[src/rtl/clk_en_pkg.sv]
package clk_en_pkg;
  localparam int unsigned NUM_CH = 3;
  localparam int unsigned CH_RW  = 0;
  localparam int unsigned CH_I   = 1;
  localparam int unsigned CH_P   = 2;

  // Divider index 0 is the shared divisor, 1..NUM_CH are the channels.
  function automatic int unsigned div_lsb(input int unsigned idx, input int unsigned w);
    return idx * w;
  endfunction

  function automatic int unsigned src_lsb(input int unsigned w);
    return (NUM_CH + 1) * w;
  endfunction
endpackage

[src/rtl/clk_en_rst_sync.sv]
module clk_en_rst_sync (
  input  logic clk,
  input  logic rst_n,
  output logic rst_q_n
);
  logic stage_q;

  always_ff @(posedge clk or negedge rst_n) begin
    if (!rst_n) begin
      stage_q <= 1'b0;
      rst_q_n <= 1'b0;
    end else begin
      stage_q <= 1'b1;
      rst_q_n <= stage_q;
    end
  end
endmodule

[src/rtl/clk_en_cfg.sv]
module clk_en_cfg import clk_en_pkg::*; #(
  parameter int unsigned DIV_W = 4,
  localparam int unsigned CFG_W = (NUM_CH + 1) * DIV_W + NUM_CH
) (
  input  logic              clk,
  input  logic              rst_q_n,
  input  logic [CFG_W-1:0]  init_cfg,
  input  logic              wr_en,
  input  logic [CFG_W-1:0]  wr_data,
  input  logic              shared_pulse,
  output logic [CFG_W-1:0]  cfg_q,
  output logic [NUM_CH-1:0] sel_q
);
  localparam int unsigned SRC_LSB = src_lsb(DIV_W);

  logic [CFG_W-1:0]  cfg_d;
  logic [NUM_CH-1:0] sel_d;

  always_comb begin
    cfg_d = cfg_q;
    sel_d = sel_q;
    if (!rst_q_n) begin
      cfg_d = init_cfg;
      sel_d = init_cfg[SRC_LSB +: NUM_CH];
    end else begin
      if (wr_en)        cfg_d = wr_data;
      if (shared_pulse) sel_d = cfg_q[SRC_LSB +: NUM_CH];
    end
  end

  // Loaded synchronously from init_cfg while reset is held.
  always_ff @(posedge clk) begin
    cfg_q <= cfg_d;
    sel_q <= sel_d;
  end

  // the source selection moves only on a shared boundary
  p_sel_hold_r6: assert property (@(posedge clk) disable iff (!rst_q_n)
    !shared_pulse |=> $stable(sel_q));
endmodule

[src/rtl/clk_en_div.sv]
module clk_en_div #(
  parameter int unsigned DIV_W = 4
) (
  input  logic             clk,
  input  logic             rst_q_n,
  input  logic [DIV_W-1:0] ratio,
  output logic             en_o
);
  logic [DIV_W-1:0] cnt_q;
  logic [DIV_W-1:0] cnt_d;
  logic [DIV_W-1:0] reload;
  logic             at_term;

  always_comb begin
    at_term = (cnt_q == '0);
    reload  = (ratio <= DIV_W'(1)) ? '0 : ratio - DIV_W'(1);
    cnt_d   = at_term ? reload : cnt_q - DIV_W'(1);
  end

  always_ff @(posedge clk or negedge rst_q_n) begin
    if (!rst_q_n) cnt_q <= '0;
    else          cnt_q <= cnt_d;
  end

  assign en_o = at_term & rst_q_n;

  // a pulse with ratio above one is followed by a quiet cycle
  p_gap_r2: assert property (@(posedge clk) disable iff (!rst_q_n)
    (en_o && ratio > DIV_W'(1)) |=> !en_o);
  // ratio zero or one keeps the enable high
  p_full_r3: assert property (@(posedge clk) disable iff (!rst_q_n)
    (en_o && ratio <= DIV_W'(1)) |=> en_o);
  // between pulses the count only steps down, never reloads
  p_count_r4: assert property (@(posedge clk) disable iff (!rst_q_n)
    !en_o |=> (cnt_q == $past(cnt_q) - DIV_W'(1)));
endmodule

[src/rtl/clk_en_gen.sv]
module clk_en_gen import clk_en_pkg::*; #(
  parameter int unsigned DIV_W = 4,
  localparam int unsigned CFG_W = (NUM_CH + 1) * DIV_W + NUM_CH
) (
  input  logic             clk,
  input  logic             rst_n,
  input  logic [CFG_W-1:0] init_cfg,
  input  logic             wr_en,
  input  logic [CFG_W-1:0] wr_data,
  output logic             en_shared_o,
  output logic             en_rw_o,
  output logic             en_i_o,
  output logic             en_p_o
);
  logic              rst_q_n;
  logic [CFG_W-1:0]  cfg_q;
  logic [NUM_CH-1:0] sel_q;
  logic [NUM_CH:0]   en_div;
  logic [NUM_CH-1:0] en_ch;

  clk_en_rst_sync i_rst_sync (
    .clk     (clk),
    .rst_n   (rst_n),
    .rst_q_n (rst_q_n)
  );

  clk_en_cfg #(.DIV_W(DIV_W)) i_cfg (
    .clk          (clk),
    .rst_q_n      (rst_q_n),
    .init_cfg     (init_cfg),
    .wr_en        (wr_en),
    .wr_data      (wr_data),
    .shared_pulse (en_div[0]),
    .cfg_q        (cfg_q),
    .sel_q        (sel_q)
  );

  for (genvar g = 0; g <= NUM_CH; g++) begin : g_div
    clk_en_div #(.DIV_W(DIV_W)) i_div (
      .clk     (clk),
      .rst_q_n (rst_q_n),
      .ratio   (cfg_q[div_lsb(g, DIV_W) +: DIV_W]),
      .en_o    (en_div[g])
    );
  end

  for (genvar c = 0; c < NUM_CH; c++) begin : g_mux
    assign en_ch[c] = sel_q[c] ? en_div[c + 1] : en_div[0];
  end

  assign en_shared_o = en_div[0];
  assign en_rw_o     = en_ch[CH_RW];
  assign en_i_o      = en_ch[CH_I];
  assign en_p_o      = en_ch[CH_P];

  // no enable leaves the block while the synchronised reset is held
  p_quiet_r1: assert property (@(posedge clk)
    !rst_q_n |-> !(en_shared_o || en_rw_o || en_i_o || en_p_o));
endmodule

[config.mk]
export PLATFORM = sky130hd
export DESIGN_NAME = clk_en_gen
export DESIGN_NICKNAME = d
export VERILOG_FILES = /design/src/rtl/clk_en_pkg.sv /design/src/rtl/clk_en_rst_sync.sv /design/src/rtl/clk_en_cfg.sv /design/src/rtl/clk_en_div.sv /design/src/rtl/clk_en_gen.sv
export SDC_FILE = /design/constraint.sdc
export NUM_CORES = 1
export LEC_CHECK = 0
export BUFFER_PORTS_ARGS = -buffer_cell sky130_fd_sc_hd__buf_2
export CORE_MARGIN = 2
export CORE_UTILIZATION = 45
export CTS_BUF_LIST = sky130_fd_sc_hd__clkbuf_2 sky130_fd_sc_hd__clkbuf_4 sky130_fd_sc_hd__clkbuf_8
export DETAILED_ROUTE_END_ITERATION = 8
export PLACE_DENSITY = 0.69
export SYNTH_ARGS = -nofsm -noshare
export SYNTH_HDL_FRONTEND = slang
export SYNTH_SLANG_ARGS = --single-unit
[constraint.sdc]
create_clock -name clk -period 1.8 [get_ports clk]
set_input_delay 0 -clock clk [delete_from_list [all_inputs] [get_ports clk]]
set_output_delay 0 -clock clk [all_outputs]
set_load 0.02 [all_outputs]
==> results by group, run 1 <==
Critical path
  • Max Fanout on Critical Path: 6
  • Crit path launch: g_div[0].i_div.cnt_q[1]$_DFF_PN0_
  • Required time of the critical path: ~1800 ps
  • Reg2reg start: i_rst_sync.rst_q_n$_DFF_PN0_
  • Data arrival, critical path: 1720 ps
  • CP Class: flip-flop to output port
  • Critical Path Start Type: flip-flop
  • R2R setup slack: 130 ps
  • Crit. End Element: output port

Floorplan
  • Die H: 72.6 um
  • Chip width: 72.6 um
  • Die area: 0.00526 mm^2
  • IO Count: 45
  • Core box area: approximately 0.0044 mm^2
  • Row count: 24
  • Initial Util: 0.476

Place
  • PortBufs: 44
  • RD Place Congestion: between 0.7 and 0.8
  • Detailed Place HPWL: 2.74 mm

Yosys
  • Ys async rst share: 0.450
  • Most frequent cells after synthesis: edfxtp_1 (22), inv_1 (22), dfrtp_1 (18)
  • Syn_area_per_cell: 11.6 um^2
  • Post-synth top area share: 0.312
  • Netlist cell types: 31
  • Area leader, netlist: edfxtp_1
  • Netlist Area Pre-Place: 0.00211 mm^2
  • Post-Syn Nets: 235
  • Synth warnings: 0
  • Number of enable flip-flop cells after synthesis: 22
  • Primary FF master, synth: edfxtp_1
  • Yosys reg bits: 40
  • Synth Instances: 182
  • Register area share after synthesis: 0.525
  • Most area-consuming cells after synthesis: edfxtp_1 (31%), dfrtp_1 (21%), mux2_2 (8.5%)

Timing
  • FMAX: 581 MHz
  • Final hold violations: 0
  • Setup violations, final: 0
  • Crit path time final: 1720 ps
  • Clock Skew: 9.61 ps
  • Period Utilization, post-route: 0.956
  • Final max-slew violation count: 0

Clock tree
  • Clock Latency Late Sink: 300 ps
  • CTS sink cnt: 40
  • Clock slew at reported path FFs: roughly 80 ps
  • CTS Buf Count: 5
  • H-tree depth: 2
  • CTS max path bufs: 2
  • CTS tree: built
  • Clock root cell: clkbuf_8

Detailed routing
  • DRT iter0 DRCs: 71
  • Total wire length: roughly 4 mm
  • Avg WL per Cell: between 10 and 15 um
  • ANT nets after route: 0
  • Drc violations: 0
  • Vias per cell: around 5
  • Via count: 1556
  • Pre-antenna DRT Iters: 4

Worst hold path
  • Hold Startpoint: init_cfg[18]
  • Worst hold path class: input port to flip-flop

Global route
  • Initial antenna violation count: 0
  • First-pass GRT wire length: ~6.7 mm
  • GRT overflow: 0
  • Vias in the first global route: 1599
  • GRT Total Usage: 0.164
  • Largest net degree at the start of global routing: 20

Status
  • Status: completed

Layout
  • NumNets Final: between 300 and 400
  • Layout area overhead: 29.3%
  • Antenna fix cells: 0
  • Filler cells: 366
  • Layout cell share with drive strength beyond 1: 0.316
  • Core Util, Final: 0.615

Power and ir drop
  • Tot Pwr: 3.02 mW
  • Leakage power: 1.24 nW
  • Maximum VDD drop: 0.724 mV
  • PwrDens: ~1100 mW/mm^2

Job
  • Max Cap Violations: 0
## placed cells by master (no fill, tap or decap), types with 9 or more instances in the layout
master,Yosys,final
inv_1,22,22
buf_2,2,43
nor3_1,10,10
ha_1,12,10
edfxtp_1,22,22
dfrtp_1,18,18
dlygate4sd3_1,0,17
mux2_2,16,16
nand2_1,12,12
buf_4,0,9
## final cells by class
| cell class | count | area [um^2] | area share |
|---|---|---|---|
| clock buffers | 6 | 76.3 | 0.0279 |
| clock inverters | 2 | 7.51 | 0.00275 |
| inverters | 22 | 82.6 | 0.0302 |
| multi-input cells | 117 | 938 | 0.343 |
| flip-flops and latches | 40 | 1110 | 0.406 |
| well taps | 52 | 65.1 | 0.0238 |
| repair buffers | 69 | 453 | 0.166 |
## logic make-up after synthesis
logic type	synth area share
xor gates and xnor gates	0.00829
DFF	0.525
and+or+nand+nor	0.141
AOI/OAI and AO/OA	0.0976
muxes	0.109
adders and majority gates	0.0710
other	0.00177
buffers and inverters	0.0456
## power breakdown
group	internal [mW]	switching [mW]	leakage (nW)
Combinational	0.528	0.455	0.756
Sequential	1.23	0.225	0.437
Clock	0.279	0.300	0.0437
Total	2.04	0.980	1.24
## critical path: stages, from the launching register on
cell	delay, ps
dfrtp_1	380
inv_1	100
ha_4	150
nor3b_4	340
buf_4	180
and2_1	130
buf_2	160
## stage by stage
| step | setup slack [ps] | hold WS [ps] | area, um^2 | std cells | TNS [ps] |
|---|---|---|---|---|---|
| 6_report | 78.4 | 6.48 | 2730 | 308 | 0 |
| 5_1_grt | -17.4 | 8.35 | 2730 | 308 | -37.7 |
| 4_1_cts | 22.1 | 0.0746 | 2690 | 306 | 0 |
| 3_5_place_dp | 286 | -214 | 2430 | 281 | 0 |
| 3_3_place_gp | 317 | -214 | 2430 | 281 | 0 |
| 2_1_floorplan | 54.1 | -296 | 2110 | 182 | 0 |
## routing by layer
layer | wire, um | GRT usage | part of all wire
met3 | 131 | 0.0389 | 0.033
met2 | 1950 | 0.268 | 0.49
met1 | 1770 | 0.198 | 0.45
met5 | 0 | 0 | 0
met4 | 105 | 0.0905 | 0.027
## state kept, by name, indices dropped and copies added, names as in the netlist
signal and cells:
i_cfg.cfg_q 19, g_div.i_div.cnt_q 16, i_cfg.sel_q 3, i_rst_sync.stage_q 1, i_rst_sync.rst_q_n 1
## path summary, 6_finish.rpt
check | cells past startpoint | end
worst min-delay path | 3 | i_cfg.cfg_q[18]$_DFFE_PP_
worst max register to register | 4 | i_cfg.cfg_q[17]$_DFFE_PP_
max in group asynchronous | 3 | i_rst_sync.rst_q_n$_DFF_PN0_
worst min register to register | 0 | i_rst_sync.rst_q_n$_DFF_PN0_
worst max-delay path | 6 | en_shared_o
min in group asynchronous | 1 | g_div[3].i_div.cnt_q[0]$_DFF_PN0_
## what timing repair did
item                                    CTS  global route
hold buffers                             17             0
hold endpoints to repair                 12             0
gates resized for setup                   1             6
endpoints found under the setup margin    1             3
buffers inserted                          0             2
pin swaps                                 0             1
Note: power is estimated with default switching activity, not from simulation.
==> inputs of run 2 (changes only) <==
- CORE_MARGIN: 2 -> default
- CORE_UTILIZATION: 45 -> 60
- PLACE_DENSITY: 0.69 -> 0.88
==> results by group, run 2 (synthesis gave the netlist of run 1 again) <==
Layout
  • Leading cell type in the layout, fill and taps excluded: dlygate4sd3_1
  • Max reg flops: 19 (unchanged)
  • Register area: 0.00111 mm^2 (+0.11%)
  • Reg with most FFs: i_cfg.cfg_q
  • Non-Filler Instances: 336 (+9.1%)
  • Largest regs: i_cfg.cfg_q x19, g_div.i_div.cnt_q x16, i_cfg.sel_q x3
  • Layout area overhead: 45.6%
  • Multi-input logic area: 977 um^2 (+4.1%)
  • Most frequent cells in the layout: dlygate4sd3_1 (43), buf_2 (40), edfxtp_1 (22)
  • Layout cell share with drive strength beyond 1: 0.332 (+0.0158)
  • Filler cells: 124 (-66%)
  • NumNets Final: 341 (+11%)

Status
  • Failing checks: setup timing
  • Status: finished, violations left

Global route
  • Largest net degree at the start of global routing: 32 (+60%)
  • First-pass GRT wire length: 10.4 mm (+56%)
  • Initial antenna violation count: 1 (+1)
  • Vias in the first global route: 2027 (+27%)
  • GRT Total Usage: 0.400 (+0.237)
  • GRT overflow: 0 (unchanged)

Place
  • PortBufs: 44 (unchanged)
  • Inst Count DP: 274 (-2.5%)
  • Detailed Place HPWL: 2.85 mm (+4.1%)
  • RD Place Congestion: 0.806 (+2.8%)

Detailed routing
  • ANT nets after route: 0 (unchanged)
  • DRT iter0 DRCs: 338 (+380%)
  • Avg WL per Cell: 24.1 um (+87%)
  • Via count: 2199 (+41%)
  • Pre-antenna DRT Iters: 5 (+1)
  • Total wire length: 8.10 mm (+100%)
  • Drc violations: 0 (unchanged)
  • Vias per cell: 6.54 (+30%)

Critical path
  • CP peak stage delay: 430 ps (+50 ps)
  • Data arrival, critical path: 1900 ps (+180 ps)
  • Reg2Reg Depth: 3 (-1)
  • Required time of the critical path: 1800 ps (about the same)
  • Crit path launch: g_div[2].i_div.cnt_q[0]$_DFF_PN0_
  • Critical Path Start Type: flip-flop
  • Crit. End Element: output port
  • CP Class: flip-flop to output port
  • Crit-path cells: inv_1, ha_4, nor3b_4, mux2i_1, nor2b_1, buf_4
  • Max Fanout on Critical Path: 5 (-1)
  • Reg2reg start: i_rst_sync.rst_q_n$_DFF_PN0_
  • Slowest CP cell: dfrtp_1

Clock tree
  • Clock slew at reported path FFs: 130 ps (+50 ps)
  • H-tree depth: 2 (unchanged)
  • CTS Buf Count: 5 (unchanged)
  • CTS sink cnt: 40 (unchanged)
  • Clock root cell: clkbuf_4
  • Clock Latency Late Sink: 360 ps (+60 ps)
  • CTS tree: built
  • CTS max path bufs: 2 (unchanged)

Floorplan
  • Die H: 61.4 um (-15%)
  • Row count: 21 (-13%)
  • Chip width: 61.4 um (-15%)
  • Initial Util: 0.629 (+0.153)
  • Core box area: 0.00336 mm^2 (-24%)
  • IO Count: 45 (unchanged)
  • Die area: 0.00377 mm^2 (-28%)

Power and ir drop
  • Leakage power: 1.38 nW (+12%)
  • PwrDens: 1160 mW/mm^2 (+5.5%)
  • Maximum VDD drop: 0.706 mV (-2.5%)

Timing
  • Worst Max-Slew Pin Slew: 558 ps
  • Final max-slew violation count: 0 (unchanged)
  • Worst setup margin: -96.4 ps (-175 ps)
  • Period Utilization, post-route: 1.05 (+0.0971)
  • Fin Hold WS: 194 ps (+187 ps)
  • RSZ-0062 raised after global routing: yes
  • Max-Slew Margin vs Limit: 0.625
  • Setup violations, final: 3 (+3)
  • Final hold violations: 0 (unchanged)
  • Crit path time final: 1900 ps (+175 ps)
  • Clock Skew: 15.5 ps (+5.91 ps)
  • FMAX: 527 MHz (-9.2%)

Worst hold path
  • Hold Startpoint: wr_en
  • Worst hold stages: 3 (unchanged)
  • Worst hold path class: input port to flip-flop

Job
  • Max Cap Violations: 0 (unchanged)
-- run 2: cell count changes in the layout (fill, tap and decap cells not counted), moves of 3 or more --
cell,change
clkbuf_4,+4
buf_4,+7
dlygate4sd3_1,+26
inv_2,+3
clkbuf_8,-4
buf_2,-3
buf_6,+3
inv_1,-3
-- run 2: worst paths after layout --
path | to | slack [ps]
setup / recovery | en_i_o | -100
hold / removal | i_cfg.cfg_q[5]$_DFFE_PP_ | 190
setup reg to reg | i_cfg.cfg_q[6]$_DFFE_PP_ | 0
hold reg to reg | g_div[0].i_div.cnt_q[1]$_DFF_PN0_ | 370
max in group asynchronous | i_rst_sync.stage_q$_DFF_PN0_ | 1120
min in group asynchronous | g_div[0].i_div.cnt_q[1]$_DFF_PN0_ | 370
-- run 2: per-stage QoR --
| step | instance area (um^2) | worst slack, ps | total power [mW] | TNS, ps | util |
|---|---|---|---|---|---|
| CTS | 2940 | 11.6 | 2.97 | 0 | 0.875 |
| global route | 3080 | -182 | 3.72 | -527 | 0.915 |
| global placement | 2420 | 262 | 2.30 | 0 | 0.718 |
| finish | 3080 | -96.4 | 3.58 | -198 | 0.915 |
| floorplan | 2110 | 54.1 | 2.09 | 0 | - |
| detailed placement | 2420 | 197 | 2.37 | 0 | 0.718 |
-- run 2: final cells by class --
cell class / instances / share of cell area
Antenna cell: 1 / 0.000813
Clock buffer: 6 / 0.0167
Clock inverter: 2 / 0.00325
Inverter: 22 / 0.0268
Multi-Input combinational cell: 117 / 0.317
Sequential cell: 40 / 0.361
Tap cell: 46 / 0.0187
Timing Repair Buffer: 102 / 0.255
-- run 2: routing by layer --
layer	vias up	track usage	wire length, um
met3	59	0.128	966
met4	0	0.171	493
met1	1032	0.510	2830
met5	-	0	0
met2	239	0.635	3810
li1	869	-	-
-- run 2: timing repair --
item | in CTS | in global routing
setup endpoints to repair | 2 | 9
hold buffers | 43 | 0
hold endpoints to repair | 24 | 0
resized for setup | 6 | 19
buffers inserted | 1 | 9
pin swaps | 0 | 1
-- run 2: critical path: cells and delay by family (launching register included) --
kind          cells  cell delay (ps)
fa+ha+maj         1              170
mux               1              170
buf+inv           2              300
simple gates      2              480
flops             1              430
-- run 2: power breakdown --
group / switching [mW] / total [mW] / internal, mW
combinational: 0.771 / 1.54 / 0.767
sequential: 0.305 / 1.53 / 1.23
clock: 0.323 / 0.510 / 0.186
==> inputs of run 3 (changes only) <==
- SKIP_LAST_GASP: default -> 1
==> results by group, run 3 (synthesis gave the netlist of run 1 again) <==
Status
  • Status: finished, violations left
  • Failing checks: setup timing

Layout
  • Register area: 0.00111 mm^2 (-0.11%)
  • Filler cells: 119 (-4.0%)
  • Most frequent cells in the layout: dlygate4sd3_1 (43), buf_2 (40), edfxtp_1 (22)
  • Reg with most FFs: i_cfg.cfg_q
  • Layout area overhead: 44.6%
  • Layout cell share with drive strength beyond 1: 0.325 (-0.00692)
  • Non-Filler Instances: 336 (unchanged)
  • NumNets Final: 341 (unchanged)
  • Max reg flops: 19 (unchanged)
  • Multi-input logic area: 957 um^2 (-2.0%)
  • Largest regs: i_cfg.cfg_q x19, g_div.i_div.cnt_q x16, i_cfg.sel_q x3
  • Leading cell type in the layout, fill and taps excluded: dlygate4sd3_1

Global route
  • Initial antenna violation count: 1 (unchanged)
  • GRT overflow: 0 (unchanged)
  • Vias in the first global route: 2027 (unchanged)
  • First-pass GRT wire length: 10.4 mm (unchanged)
  • Largest net degree at the start of global routing: 32 (unchanged)
  • GRT Total Usage: 0.400 (unchanged)

Power and ir drop
  • Tot Pwr: 3.51 mW (-1.9%)
  • Leakage power: 1.38 nW (about the same)
  • Maximum VDD drop: 0.662 mV (-6.3%)
  • PwrDens: 1150 mW/mm^2 (-1.2%)

Timing
  • Max-Slew Margin vs Limit: 0.669 (+0.0438)
  • FMAX: 498 MHz (-5.6%)
  • Final max-slew violation count: 0 (unchanged)
  • Crit path time final: 2010 ps (+113 ps)
  • Worst Max-Slew Pin Slew: 493 ps (-65.2 ps)
  • Final hold violations: 0 (unchanged)
  • Fin Setup TNS: -329 ps (-131 ps)
  • Setup violations, final: 4 (+1)
  • Clock Skew: 11.8 ps (-3.76 ps)
  • Period Utilization, post-route: 1.12 (+0.0628)
  • Worst setup margin: -209 ps (-113 ps)
  • RSZ-0062 raised after global routing: yes

Place
  • Detailed Place HPWL: 2.85 mm (unchanged)
  • RD Place Congestion: 0.806 (unchanged)
  • Inst Count DP: 274 (unchanged)
  • PortBufs: 44 (unchanged)

Detailed routing
  • DRT iter0 DRCs: 395 (+17%)
  • ANT nets after route: 0 (unchanged)
  • Vias per cell: 6.57 (+0.41%)
  • Pre-antenna DRT Iters: 6 (+1)
  • Total wire length: 8.01 mm (-1.1%)
  • Via count: 2208 (+0.41%)
  • Avg WL per Cell: 23.8 um (-1.1%)
  • Drc violations: 0 (unchanged)

Floorplan
  • Row count: 21 (unchanged)
  • Die H: 61.4 um (unchanged)
  • Initial Util: 0.629 (unchanged)
  • Die area: 0.00377 mm^2 (unchanged)
  • IO Count: 45 (unchanged)
  • Core box area: 0.00336 mm^2 (unchanged)
  • Chip width: 61.4 um (unchanged)

Critical path
  • Critical Path Start Type: flip-flop
  • Required time of the critical path: 1800 ps (about the same)
  • Reg2reg start: i_rst_sync.rst_q_n$_DFF_PN0_
  • Max Fanout on Critical Path: 5 (unchanged)
  • Reg2Reg Depth: 3 (unchanged)
  • Crit path to: en_i_o
  • Data arrival, critical path: 2010 ps (+110 ps)
  • Crit. End Element: output port
  • Crit path launch: g_div[2].i_div.cnt_q[0]$_DFF_PN0_
  • CP Class: flip-flop to output port
  • R2R Path End: i_cfg.cfg_q[4]$_DFFE_PP_
  • R2R setup slack: -10 ps (about the same)

Clock tree
  • H-tree depth: 2 (unchanged)
  • Clock slew at reported path FFs: 130 ps (about the same)
  • CTS tree: built
  • CTS max path bufs: 2 (unchanged)
  • CTS Buf Count: 5 (unchanged)
  • Clock root cell: clkbuf_4
  • CTS sink cnt: 40 (unchanged)
  • Clock Latency Late Sink: 360 ps (about the same)

Worst hold path
  • Worst hold path class: input port to flip-flop
  • Hold Startpoint: wr_en
  • Worst hold stages: 3 (unchanged)

Job
  • Max Cap Violations: 0 (unchanged)
==> run 3: changes by cell type in the layout (fill, tap and decap cells not counted) <==
cell / previous run / this run
inv_2: 3 / 2
ha_2: 1 / 3
inv_1: 19 / 20
dfrtp_2: 1 / 0
ha_4: 3 / 1
dfrtp_1: 17 / 18
==> run 3: through the flow <==
step / area [um^2] / utilization / hold WS [ps] / worst slack [ps]
final: 3060 / 0.909 / 166 / -209
after global routing: 3060 / 0.909 / 174 / -220
after global placement: 2420 / 0.718 / -212 / 262
after detailed placement: 2420 / 0.718 / -213 / 197
after floorplan: 2110 / - / -296 / 54.1
after CTS: 2940 / 0.875 / 157 / 11.6
==> run 3: power by group <==
part / total, mW / switching (mW) / leakage (nW) / internal (mW)
logic: 1.46 / 0.740 / 0.906 / 0.724
clock network: 0.508 / 0.322 / 0.0380 / 0.186
registers: 1.54 / 0.313 / 0.437 / 1.23
total: 3.51 / 1.38 / 1.38 / 2.14
==> run 3: how the worst min path moves through the flow <==
stage,to,slack (ps)
final,i_cfg.cfg_q[7]$_DFFE_PP_,170
after CTS,i_cfg.cfg_q[9]$_DFFE_PP_,160
after global routing,i_cfg.cfg_q[11]$_DFFE_PP_,170
after global placement,i_rst_sync.stage_q$_DFF_PN0_,-210
after detailed placement,i_rst_sync.rst_q_n$_DFF_PN0_,-210
after floorplan,i_rst_sync.rst_q_n$_DFF_PN0_,-300
==> run 3: cell type report <==
cell class	count	area share
repair buffers	102	0.257
clock buffers	6	0.0168
flip-flops and latches	40	0.363
multi-input cells	117	0.313
clock inverters	2	0.00327
inverters	22	0.0270
diodes	1	0.000819
well taps	46	0.0188
==> run 3: timing repair <==
action                                 4_1_cts  5_1_grt
hold buffers                                43        0
resized for setup                            6       15
cloned                                       0        0
pin swaps                                    0        1
setup buffers                                1        9
setup endpoints to repair                    2        9
endpoints found under the hold margin       24        0
==> run 3: per-layer routing <==
| metal | global-route usage | vias to the layer above | share of wire |
|---|---|---|---|
| li1 | - | 868 | - |
| met3 | 0.128 | 60 | 0.11 |
| met1 | 0.510 | 1026 | 0.35 |
| met2 | 0.635 | 254 | 0.47 |
| met5 | 0 | - | 0 |
| met4 | 0.171 | 0 | 0.061 |
==> run 3: critical path, cell delays in order (launching register included) <==
cell and delay (ps):
dfrtp_1 450, inv_1 110, ha_2 240, nor3b_4 270, mux2i_1 140, nor2b_1 240
buf_4 210
